<file path="config.mk">
export PLATFORM = sky130hd
export DESIGN_NAME = radix4_carry_mult
export DESIGN_NICKNAME = d
export VERILOG_FILES = /design/src/rtl/r4cm_pkg.sv /design/src/rtl/r4cm_digit_sel.sv /design/src/rtl/r4cm_multiple_mux.sv /design/src/rtl/r4cm_accum.sv /design/src/rtl/radix4_carry_mult.sv
export SDC_FILE = /design/constraint.sdc
export NUM_CORES = 1
export LEC_CHECK = 0
export BUFFER_PORTS_ARGS = -buffer_cell sky130_fd_sc_hd__buf_2
export CORE_UTILIZATION = 45
export DETAILED_ROUTE_END_ITERATION = 8
export GPL_TIMING_DRIVEN = 0
export PLACE_DENSITY = 0.77
export SYNTH_ARGS = -nofsm -noshare
export SYNTH_HDL_FRONTEND = slang
export SYNTH_SLANG_ARGS = --single-unit
</file>
<file path="constraint.sdc">
create_clock -name clk -period 4.6 [get_ports clk]
set_clock_uncertainty 0.05 [all_clocks]
set_input_delay 0.69 -clock clk [delete_from_list [all_inputs] [get_ports clk]]
set_output_delay 0.69 -clock clk [all_outputs]
set_load 0.02 [all_outputs]
</file>
<file path="src/rtl/r4cm_pkg.sv">
package r4cm_pkg;

  typedef enum logic [1:0] {
    ST_IDLE = 2'b00,
    ST_RUN  = 2'b01,
    ST_FIX  = 2'b10
  } r4cm_state_e;

  // Control code for the multiple mux
  typedef enum logic [1:0] {
    SEL_ZERO = 2'b00,
    SEL_ONE  = 2'b01,
    SEL_TWO  = 2'b10,
    SEL_NEG  = 2'b11
  } r4cm_ctl_e;

  typedef struct packed {
    r4cm_ctl_e ctl;
    logic      carry;
  } r4cm_sel_t;

  // Digit selection from the bit pair and the incoming carry
  function automatic r4cm_sel_t r4cm_select(input logic [1:0] pair, input logic cin);
    r4cm_sel_t s;
    s.ctl   = r4cm_ctl_e'({pair[1] ^ (pair[0] & cin), pair[0] ^ cin});
    s.carry = pair[1] & (pair[0] | cin);
    return s;
  endfunction

  // Signed digit weight of a control code
  function automatic int r4cm_digit_value(input r4cm_ctl_e ctl);
    case (ctl)
      SEL_ONE: return 1;
      SEL_TWO: return 2;
      SEL_NEG: return -1;
      default: return 0;
    endcase
  endfunction

endpackage

</file>
<file path="src/rtl/r4cm_digit_sel.sv">
module r4cm_digit_sel
  import r4cm_pkg::*;
(
  input  logic [1:0] pair,
  input  logic       cin,
  output r4cm_ctl_e  ctl,
  output logic       cout
);
  r4cm_sel_t sel;

  always_comb begin
    sel  = r4cm_select(pair, cin);
    ctl  = sel.ctl;
    cout = sel.carry;
  end
endmodule

</file>
<file path="src/rtl/r4cm_multiple_mux.sv">
module r4cm_multiple_mux
  import r4cm_pkg::*;
#(
  parameter int WIDTH = 8,
  parameter int ACC_W = WIDTH + 3
) (
  input  logic [WIDTH-1:0]        a,
  input  r4cm_ctl_e               ctl,
  output logic signed [ACC_W-1:0] mult
);
  logic signed [ACC_W-1:0] a_ext;

  assign a_ext = $signed({{(ACC_W-WIDTH){1'b0}}, a});

  always_comb begin
    case (ctl)
      SEL_ONE: mult = a_ext;
      SEL_TWO: mult = a_ext <<< 1;
      SEL_NEG: mult = -a_ext;
      default: mult = '0;
    endcase
  end
endmodule

</file>
<file path="src/rtl/r4cm_accum.sv">
module r4cm_accum #(
  parameter int WIDTH = 8,
  parameter int ACC_W = WIDTH + 3
) (
  input  logic                    clk,
  input  logic                    rst_n,
  input  logic                    clear,
  input  logic                    step,
  input  logic                    fix,
  input  logic signed [ACC_W-1:0] mult,
  output logic signed [ACC_W-1:0] hi,
  output logic [WIDTH-1:0]        lo
);
  logic signed [ACC_W-1:0] sum;

  assign sum = hi + mult;

  always_ff @(posedge clk) begin
    if (!rst_n) begin
      hi <= '0;
      lo <= '0;
    end else if (clear) begin
      hi <= '0;
      lo <= '0;
    end else if (step) begin
      hi <= sum >>> 2;
      lo <= {sum[1:0], lo[WIDTH-1:2]};
    end else if (fix) begin
      hi <= sum;
    end
  end
endmodule

</file>
<file path="src/rtl/radix4_carry_mult.sv">
module radix4_carry_mult
  import r4cm_pkg::*;
#(
  parameter int WIDTH = 8
) (
  input  logic                 clk,
  input  logic                 rst_n,
  input  logic                 start,
  input  logic [WIDTH-1:0]     a_in,
  input  logic [WIDTH-1:0]     x_in,
  output logic [2*WIDTH-1:0]   product,
  output logic                 done
);
  localparam int DIGITS = WIDTH / 2;
  localparam int ACC_W  = WIDTH + 3;
  localparam int CNT_W  = $clog2(DIGITS + 1);

  r4cm_state_e             state_q;
  logic [WIDTH-1:0]        a_q;
  logic [WIDTH-1:0]        x_q;
  logic                    carry_q;
  logic [CNT_W-1:0]        cnt_q;
  logic                    done_q;

  // Named internal events for the checker
  logic                    busy_w;
  logic                    accept_w;
  logic                    step_w;
  logic                    fix_w;
  logic [1:0]              pair_w;
  r4cm_ctl_e               sel_ctl_w;
  r4cm_ctl_e               mux_ctl_w;
  logic                    cout_w;
  logic signed [ACC_W-1:0] mult_w;
  logic signed [ACC_W-1:0] hi_w;
  logic [WIDTH-1:0]        lo_w;
  logic [ACC_W-WIDTH-1:0]  hi_guard_w;

  assign busy_w     = (state_q != ST_IDLE);
  assign accept_w   = start && !busy_w;
  assign step_w     = (state_q == ST_RUN);
  assign fix_w      = (state_q == ST_FIX);
  assign pair_w     = x_q[1:0];
  assign hi_guard_w = hi_w[ACC_W-1:WIDTH];

  r4cm_digit_sel u_sel (
    .pair (pair_w),
    .cin  (carry_q),
    .ctl  (sel_ctl_w),
    .cout (cout_w)
  );

  // The correction step reuses the mux: add a if a carry is pending
  always_comb begin
    if (fix_w) mux_ctl_w = carry_q ? SEL_ONE : SEL_ZERO;
    else       mux_ctl_w = step_w ? sel_ctl_w : SEL_ZERO;
  end

  r4cm_multiple_mux #(.WIDTH(WIDTH), .ACC_W(ACC_W)) u_mux (
    .a    (a_q),
    .ctl  (mux_ctl_w),
    .mult (mult_w)
  );

  r4cm_accum #(.WIDTH(WIDTH), .ACC_W(ACC_W)) u_acc (
    .clk   (clk),
    .rst_n (rst_n),
    .clear (accept_w),
    .step  (step_w),
    .fix   (fix_w),
    .mult  (mult_w),
    .hi    (hi_w),
    .lo    (lo_w)
  );

  always_ff @(posedge clk) begin
    if (!rst_n) begin
      state_q <= ST_IDLE;
      a_q     <= '0;
      x_q     <= '0;
      carry_q <= 1'b0;
      cnt_q   <= '0;
      done_q  <= 1'b0;
    end else begin
      done_q <= fix_w;
      case (state_q)
        ST_IDLE: begin
          if (start) begin
            a_q     <= a_in;
            x_q     <= x_in;
            carry_q <= 1'b0;
            cnt_q   <= '0;
            state_q <= ST_RUN;
          end
        end
        ST_RUN: begin
          x_q     <= x_q >> 2;
          carry_q <= cout_w;
          cnt_q   <= cnt_q + 1'b1;
          if (cnt_q == CNT_W'(DIGITS - 1)) state_q <= ST_FIX;
        end
        ST_FIX: begin
          carry_q <= 1'b0;
          state_q <= ST_IDLE;
        end
        default: state_q <= ST_IDLE;
      endcase
    end
  end

  assign product = {hi_w[WIDTH-1:0], lo_w};
  assign done    = done_q;
endmodule

</file>
## Word level (Yosys, flattened, before mapping)

Index checks and enable logic that the tools add are counted.

| word-level totals | value |
|---|---|
| flip-flop bits (word level) | 42 |
| latch bits | 0 |
| bits in writable memories | 0 |
| bits in read-only memories | 0 |
| output and inout bits | 17 |
| memories | 0 |

| operators by class | value |
|---|---|
| add/sub/neg operators | 3 |
| multipliers | 0 |
| divide/modulo/power cells | 0 |
| $lt $le $gt $ge | 0 |
| equality and inequality tests | 8 |
| shift operators | 0 |
| mux-type cells | 15 |
| bitwise gates (word level) | 6 |
| reduce and logical (&&, ||, !) cells | 12 |

Operator list:

| cell | number |
|---|---|
| one-hot mux 11 bit (3 select lines) | 1 |
| two-way mux 11 bit | 2 |
| one-hot mux 8 bit (2 select lines) | 1 |
| adder 11 bit | 1 |
| negator 8 -> 11 bit | 1 |
| two-way mux 2 bit | 4 |
| two-way mux 8 bit | 1 |
| AND reduction 2 bit | 4 |
| equality test 2 bit (second input constant) | 3 |
| one-hot mux 3 bit (2 select lines) | 1 |
| nonzero test 2 bit | 3 |
| equality test 2 x 1 -> 1 bit (second input constant) | 2 |
| one-hot mux 2 bit (2 select lines) | 1 |
| adder 3 x 1 -> 3 bit (second input constant) | 1 |
| equality test 3 x 2 -> 1 bit (second input constant) | 1 |
| two-way mux 3 bit | 1 |
| one-hot mux 1 bit (3 select lines) | 1 |
| nonzero test 3 bit | 1 |
| bitwise AND 1 bit | 2 |
| zero test 2 bit | 1 |
| two-way mux 1 bit | 2 |
| inequality test 2 x 1 -> 1 bit (second input constant) | 1 |
| inequality test 2 bit (second input constant) | 1 |
| OR reduction 2 bit | 1 |
| 5 further kinds | 6 |

## Longest topological paths before layout

| logic depth | value |
|---|---|
| depth after elaboration | 9 |
| gate-level depth with buffers | 15 |
| depth with buffers taken out | 15 |

## Hierarchy

A second synthesis with hierarchy kept.

| unflattened totals | value |
|---|---|
| cells, all modules | 313 |
| area, all modules | 2555.0 sq um |

Modules (own cells, without submodules):

| module | times used | cells an instance | area each (sq um) |
|---|---|---|---|
| r4cm_accum | 1 | 143 | 1234.9 |
| radix4_carry_mult | 1 | 106 | 912.1 |
| r4cm_multiple_mux | 1 | 58 | 360.3 |
| r4cm_digit_sel | 1 | 6 | 47.5 |

## Worst setup path before layout

No wires, ideal clock.

| timing path | value |
|---|---|
| path kind | reg-to-reg |
| from | reg carry_q |
| to | reg u_acc.hi[7] |
| library setup time | 0.117 ns |
| arrival | 2.883 ns |
| required time | 4.433 ns |
| slack | 1.549 ns |
| cell stages (with the launch flop) | 15 |
| path buffers | 0 |
| period minus slack after synthesis | 3.051 ns |
| cell sequence | dfxtp_1 inv_1 ha_1 nand2_1 o21ai_1 nand2_1 a21oi_1 o22ai_1 ha_1 a21o_1 a21o_1 a311o_1 a311oi_1 and3_1 nor3_1 |

| between the ends | value |
|---|---|
| cells in the longest elaborated chain, start to end | 9 |
| elaborated cells between the ends (all ways) | 13 |
| classes of those cells | 1 x add/sub; 3 x eq/ne; 6 x mux; 3 x bitwise |

Ends and longest elaborated chain:

| what | RTL line | source |
|---|---|---|
| start: declaration | radix4_carry_mult.sv:21 | `logic carry_q;` |
| start signal: assignment | radix4_carry_mult.sv:98 | `carry_q <= cout_w;` |
| bitwise AND 1 bit | r4cm_pkg.sv:25 | `s.ctl = r4cm_ctl_e'({pair[1] ^ (pair[0] & cin), pair[0] ^ cin});` |
| bitwise XOR 1 bit | r4cm_pkg.sv:25 |  |
| two-way mux 2 bit | radix4_carry_mult.sv:56 | `else mux_ctl_w = step_w ? sel_ctl_w : SEL_ZERO;` |
| two-way mux 2 bit (*) | radix4_carry_mult.sv:55 | `if (fix_w) mux_ctl_w = carry_q ? SEL_ONE : SEL_ZERO;` |
| equality test 2 bit or equality test 2 x 1 -> 1 bit (tied branches) | r4cm_multiple_mux.sv:16 | `case (ctl)` |
| one-hot mux 11 bit (3 select lines) (*) | r4cm_multiple_mux.sv:16 |  |
| adder 11 bit (*) | r4cm_accum.sv:16 | `assign sum = hi + mult;` |
| two-way mux 11 bit | r4cm_accum.sv:28 | `end else if (fix) begin` |
| two-way mux 11 bit (*) | r4cm_accum.sv:25 | `end else if (step) begin` |
| end signal: assignment | r4cm_accum.sv:26 | `hi <= sum >>> 2;` |
| end signal: assignment | r4cm_accum.sv:29 | `hi <= sum;` |
| end: declaration | r4cm_accum.sv:11 | `output logic signed [ACC_W-1:0] hi,` |

Mark *: on every way between the ends. The rest lies on a longest branch, timed or not. The select of a mux whose other input is x is not followed.
A chain may end at the register's enable or synchronous reset.

## Worst setup path in the final report

| timing path | value |
|---|---|
| from | reg x_q[0] |
| to | reg u_acc.hi[9] |

| between the ends | value |
|---|---|
| cells in the longest elaborated chain, start to end | 9 |
| elaborated cells between the ends (all ways) | 12 |
| classes of those cells | 1 x add/sub; 3 x eq/ne; 5 x mux; 3 x bitwise |

Ends and longest elaborated chain:

| what | RTL line | source |
|---|---|---|
| start: declaration | radix4_carry_mult.sv:20 | `logic [WIDTH-1:0] x_q;` |
| start signal: assignment | radix4_carry_mult.sv:90 | `x_q <= x_in;` |
| start signal: assignment | radix4_carry_mult.sv:97 | `x_q <= x_q >> 2;` |
| bitwise AND 1 bit | r4cm_pkg.sv:25 |  |
| bitwise XOR 1 bit | r4cm_pkg.sv:25 |  |
| two-way mux 2 bit (*) | radix4_carry_mult.sv:56 |  |
| two-way mux 2 bit (*) | radix4_carry_mult.sv:55 |  |
| equality test 2 bit or equality test 2 x 1 -> 1 bit (tied branches) | r4cm_multiple_mux.sv:16 |  |
| one-hot mux 11 bit (3 select lines) (*) | r4cm_multiple_mux.sv:16 |  |
| adder 11 bit (*) | r4cm_accum.sv:16 |  |
| two-way mux 11 bit | r4cm_accum.sv:28 |  |
| two-way mux 11 bit (*) | r4cm_accum.sv:25 |  |

Marked as above.

==> key figures <==
Drt
  • Initial DRT Pass Iterations: 4
  • Vias per inst: 5.48
  • Final ANT Viol Nets: 0
  • Routed Wire Length: 6150 µm
  • DR vias: 2,535
  • DRT iter0 DRCs: 142
  • Drt drc: 0
  • Avg WL per Cell: 13.3 µm

Place
  • Port Buffers: 35
  • DP HPWL: 4620 µm
  • Post-DP Area: 3030 µm²
  • Routability cong.: 0.852
  • Post-Place Cells: 455
  • Worst slack at placement: 1110 ps

Cells and area
  • Area Overhead vs Synth: 13.7%
  • Share of post-route cells with drive strength above 1: 15.2%
  • Non-Filler Instances: 463
  • Post-Route Utilization: 52.9%
  • NumNets Final: 426
  • Fillers: 554
  • Final instance area: 3130 µm²
  • Ant. Diodes: 0

Power
  • Lkg Pwr: 1.37 nW
  • Peak VDD IR: 0.243 mV
  • Pwr Total: 1.04 mW
  • PD cells: 330 nW/µm²

Synthesis
  • Post-synth top flop: dfxtp_1
  • Avg Inst Size Synth: 7.99 µm²
  • Async set or reset register ratio after synthesis: 0%
  • Seq cells post-synth: 42
  • Cell Area, Synth: 2760 µm²
  • Top post-synthesis cells by count: dfxtp_1, nand2_1, nor2_1
  • Synth top area share: 30.5%
  • Post-synth EDFFs: 0
  • Seq/Total Area, Yosys: 30.5%
  • Synth cell types: 52
  • Yosys top cell by area: dfxtp_1
  • Synth Instances: 345
  • Top cells by area, synth: dfxtp_1, ha_1, nand2_1
  • YS warnings: 0
  • Total nets after synthesis: 384

STA
  • Final WS setup: 1050 ps
  • Final setup violating endpoints: 0
  • Fmax: 281 MHz
  • Setup TNS: 0 ps
  • Tightest Pin Transition: 623 ps
  • Max Slew Vio Count: 0
  • Final hold slack: 455 ps
  • Min Tclk post-route: 3550 ps
  • RSZ-0062 raised after global routing: false
  • Slew headroom: 58.5%
  • Period utilization: 77.2%
  • Final Hold Violating Endpoints: 0

CTS
  • Num CTS Buffers: 5
  • Root Driver: clkbuf_8
  • Post_cts resized: 0
  • Maximum clock path buffer count: 2
  • CTS Sinks: 42
  • Clock latency on the worst-skew pair: 300 ps
  • # Post-CTS Setup Buffers: 0
  • CTS tree: built
  • Cts-stage hold buffer count: 0
  • Clk slew on worst S/H paths: 90 ps
  • CTS H-Tree Depth: 2

Worst hold path
  • Worst Hold Path EP: state_q[1]
  • HP Class: reg2reg
  • Worst hold path depth: 2
  • HP Start: state_q[1]

Die
  • Core area: 5920 µm²
  • Die height: 80.3 µm
  • Site row count: 28
  • Ports: 36
  • Initial Util: 46.6%
  • Die area: 6440 µm²
  • Die width: 80.3 µm

Global routing
  • Gr ovfl total: 0
  • Antenna violations before repair: 0
  • First-pass GRT wire length: 10,200 µm
  • Number of global-route vias before repair: 2,276
  • Gr usage total: 20.0%
  • Largest net degree at the start of global routing: 14

Critical path
  • Biggest cell delay along the critical path: 460 ps
  • Slowest CP cell: o21ai_1
  • R2R Setup Slk: 1050 ps
  • FF-to-FF Start: x_q[0]
  • Worst setup EP type: flip-flop
  • R2R cell count: 14
  • Worst Path Max Fanout: 8
  • Worst-path cell chain: inv_1 > ha_1 > nand2_1 > o21ai_1 > nand2_1 > a21oi_1 > o22ai_1 > ha_1 > a21o_1 > a21o_1 > a311o_1 > a311oi_1 > nand2b_1 > a31oi_1
  • Critical path type: reg2reg
  • Crit path DAT: 3680 ps
  • Reg-to-reg endpoint: u_acc.hi[9]
  • Startpoint types: flip-flop
  • CP required: 4720 ps

Flow run
  • Maxcap violations: 0

Status
  • Status: completed
-- layer usage --
metal | wire (µm) | share of wire, % | global-route usage [%]
met1 | 2730 | 44 | 24.3
met2 | 3020 | 49 | 35.0
met3 | 295 | 4.8 | 3.30
met4 | 102 | 1.7 | 7.86
met5 | 0 | 0 | 0
-- layout by cell type (no fill, tap or decap), types with 2 or more instances in the layout --
| cell type | count |
|---|---|
| a21o_1 | 4 |
| and2_1 | 8 |
| ha_1 | 19 |
| a31oi_1 | 3 |
| o31a_1 | 2 |
| buf_1 | 2 |
| inv_1 | 15 |
| clkinv_1 | 2 |
| dfxtp_1 | 42 |
| a21boi_0 | 9 |
| or3_1 | 3 |
| clkinv_2 | 2 |
| buf_2 | 37 |
| o211a_1 | 7 |
| nor2_1 | 32 |
| nand3_1 | 8 |
| o21a_1 | 4 |
| a211oi_1 | 6 |
| a21boi_1 | 2 |
| clkbuf_8 | 5 |
| mux2i_1 | 15 |
| and3_1 | 3 |
| nand2b_1 | 6 |
| nor3_1 | 8 |
| nand2_1 | 42 |
| clkbuf_1 | 12 |
| buf_4 | 8 |
| o2111ai_1 | 3 |
| a21oi_1 | 20 |
| xor2_1 | 3 |
| xnor2_1 | 3 |
| nor4_1 | 2 |
| o22ai_1 | 5 |
| a311oi_1 | 3 |
| o21ai_1 | 3 |
| o21ai_0 | 15 |
| nor2b_1 | 7 |
-- layout make-up --
class,instances,area [µm²],area share (%)
Clock buffer,5,68.8,2.20
Inverter,17,63.8,2.04
Clock inverter,3,40.0,1.28
Tap cell,75,93.8,2.99
Buffer,24,123,3.91
Multi-Input combinational cell,262,1730,55.2
Timing Repair Buffer,35,175,5.59
Sequential cell,42,841,26.8
-- worst max path at each step --
stage	from	to	slack, ps	cells after the start
after floorplan	carry_q	u_acc.hi[7]	1550	14
after global placement	carry_q	u_acc.hi[9]	1130	14
after detailed placement	carry_q	u_acc.hi[9]	1110	14
after CTS	x_q[0]	u_acc.hi[9]	1050	14
after global routing	state_q[1]	u_acc.hi[9]	740	14
final	x_q[0]	u_acc.hi[9]	1050	14
-- sequential cells by signal, indices dropped and copies added, names as in the netlist --
register,count
u_acc.lo,8
state_q,2
u_acc.hi,11
done,1
a_q,8
x_q,8
cnt_q,3
carry_q,1
-- cells by family after synthesis --
group           count (synthesis)  share of synthesized area, %
compound gates                 95                          23.7
xor+xnor                        6                          1.91
simple gates                  126                          22.4
buf+inv                        41                          6.76
flops                          42                          30.5
fa+ha+maj                      20                          9.35
mux                            15                          5.45
-- critical path: cells and delay by family (launching register included) --
| family | cells | cell delay, ps |
|---|---|---|
| compound gates | 8 | 1940 |
| fa+ha+maj | 2 | 640 |
| flops | 1 | 370 |
| simple gates | 3 | 360 |
| buf+inv | 1 | 60 |
-- power by group --
part | total [mW] | internal, mW | leakage [nW] | switching (mW)
clock | 0.293 | 0.160 | 0.0579 | 0.133
sequential | 0.424 | 0.397 | 0.343 | 0.0273
combinational | 0.319 | 0.130 | 0.972 | 0.189
No activity file was read; power rests on OpenSTA's default activity.
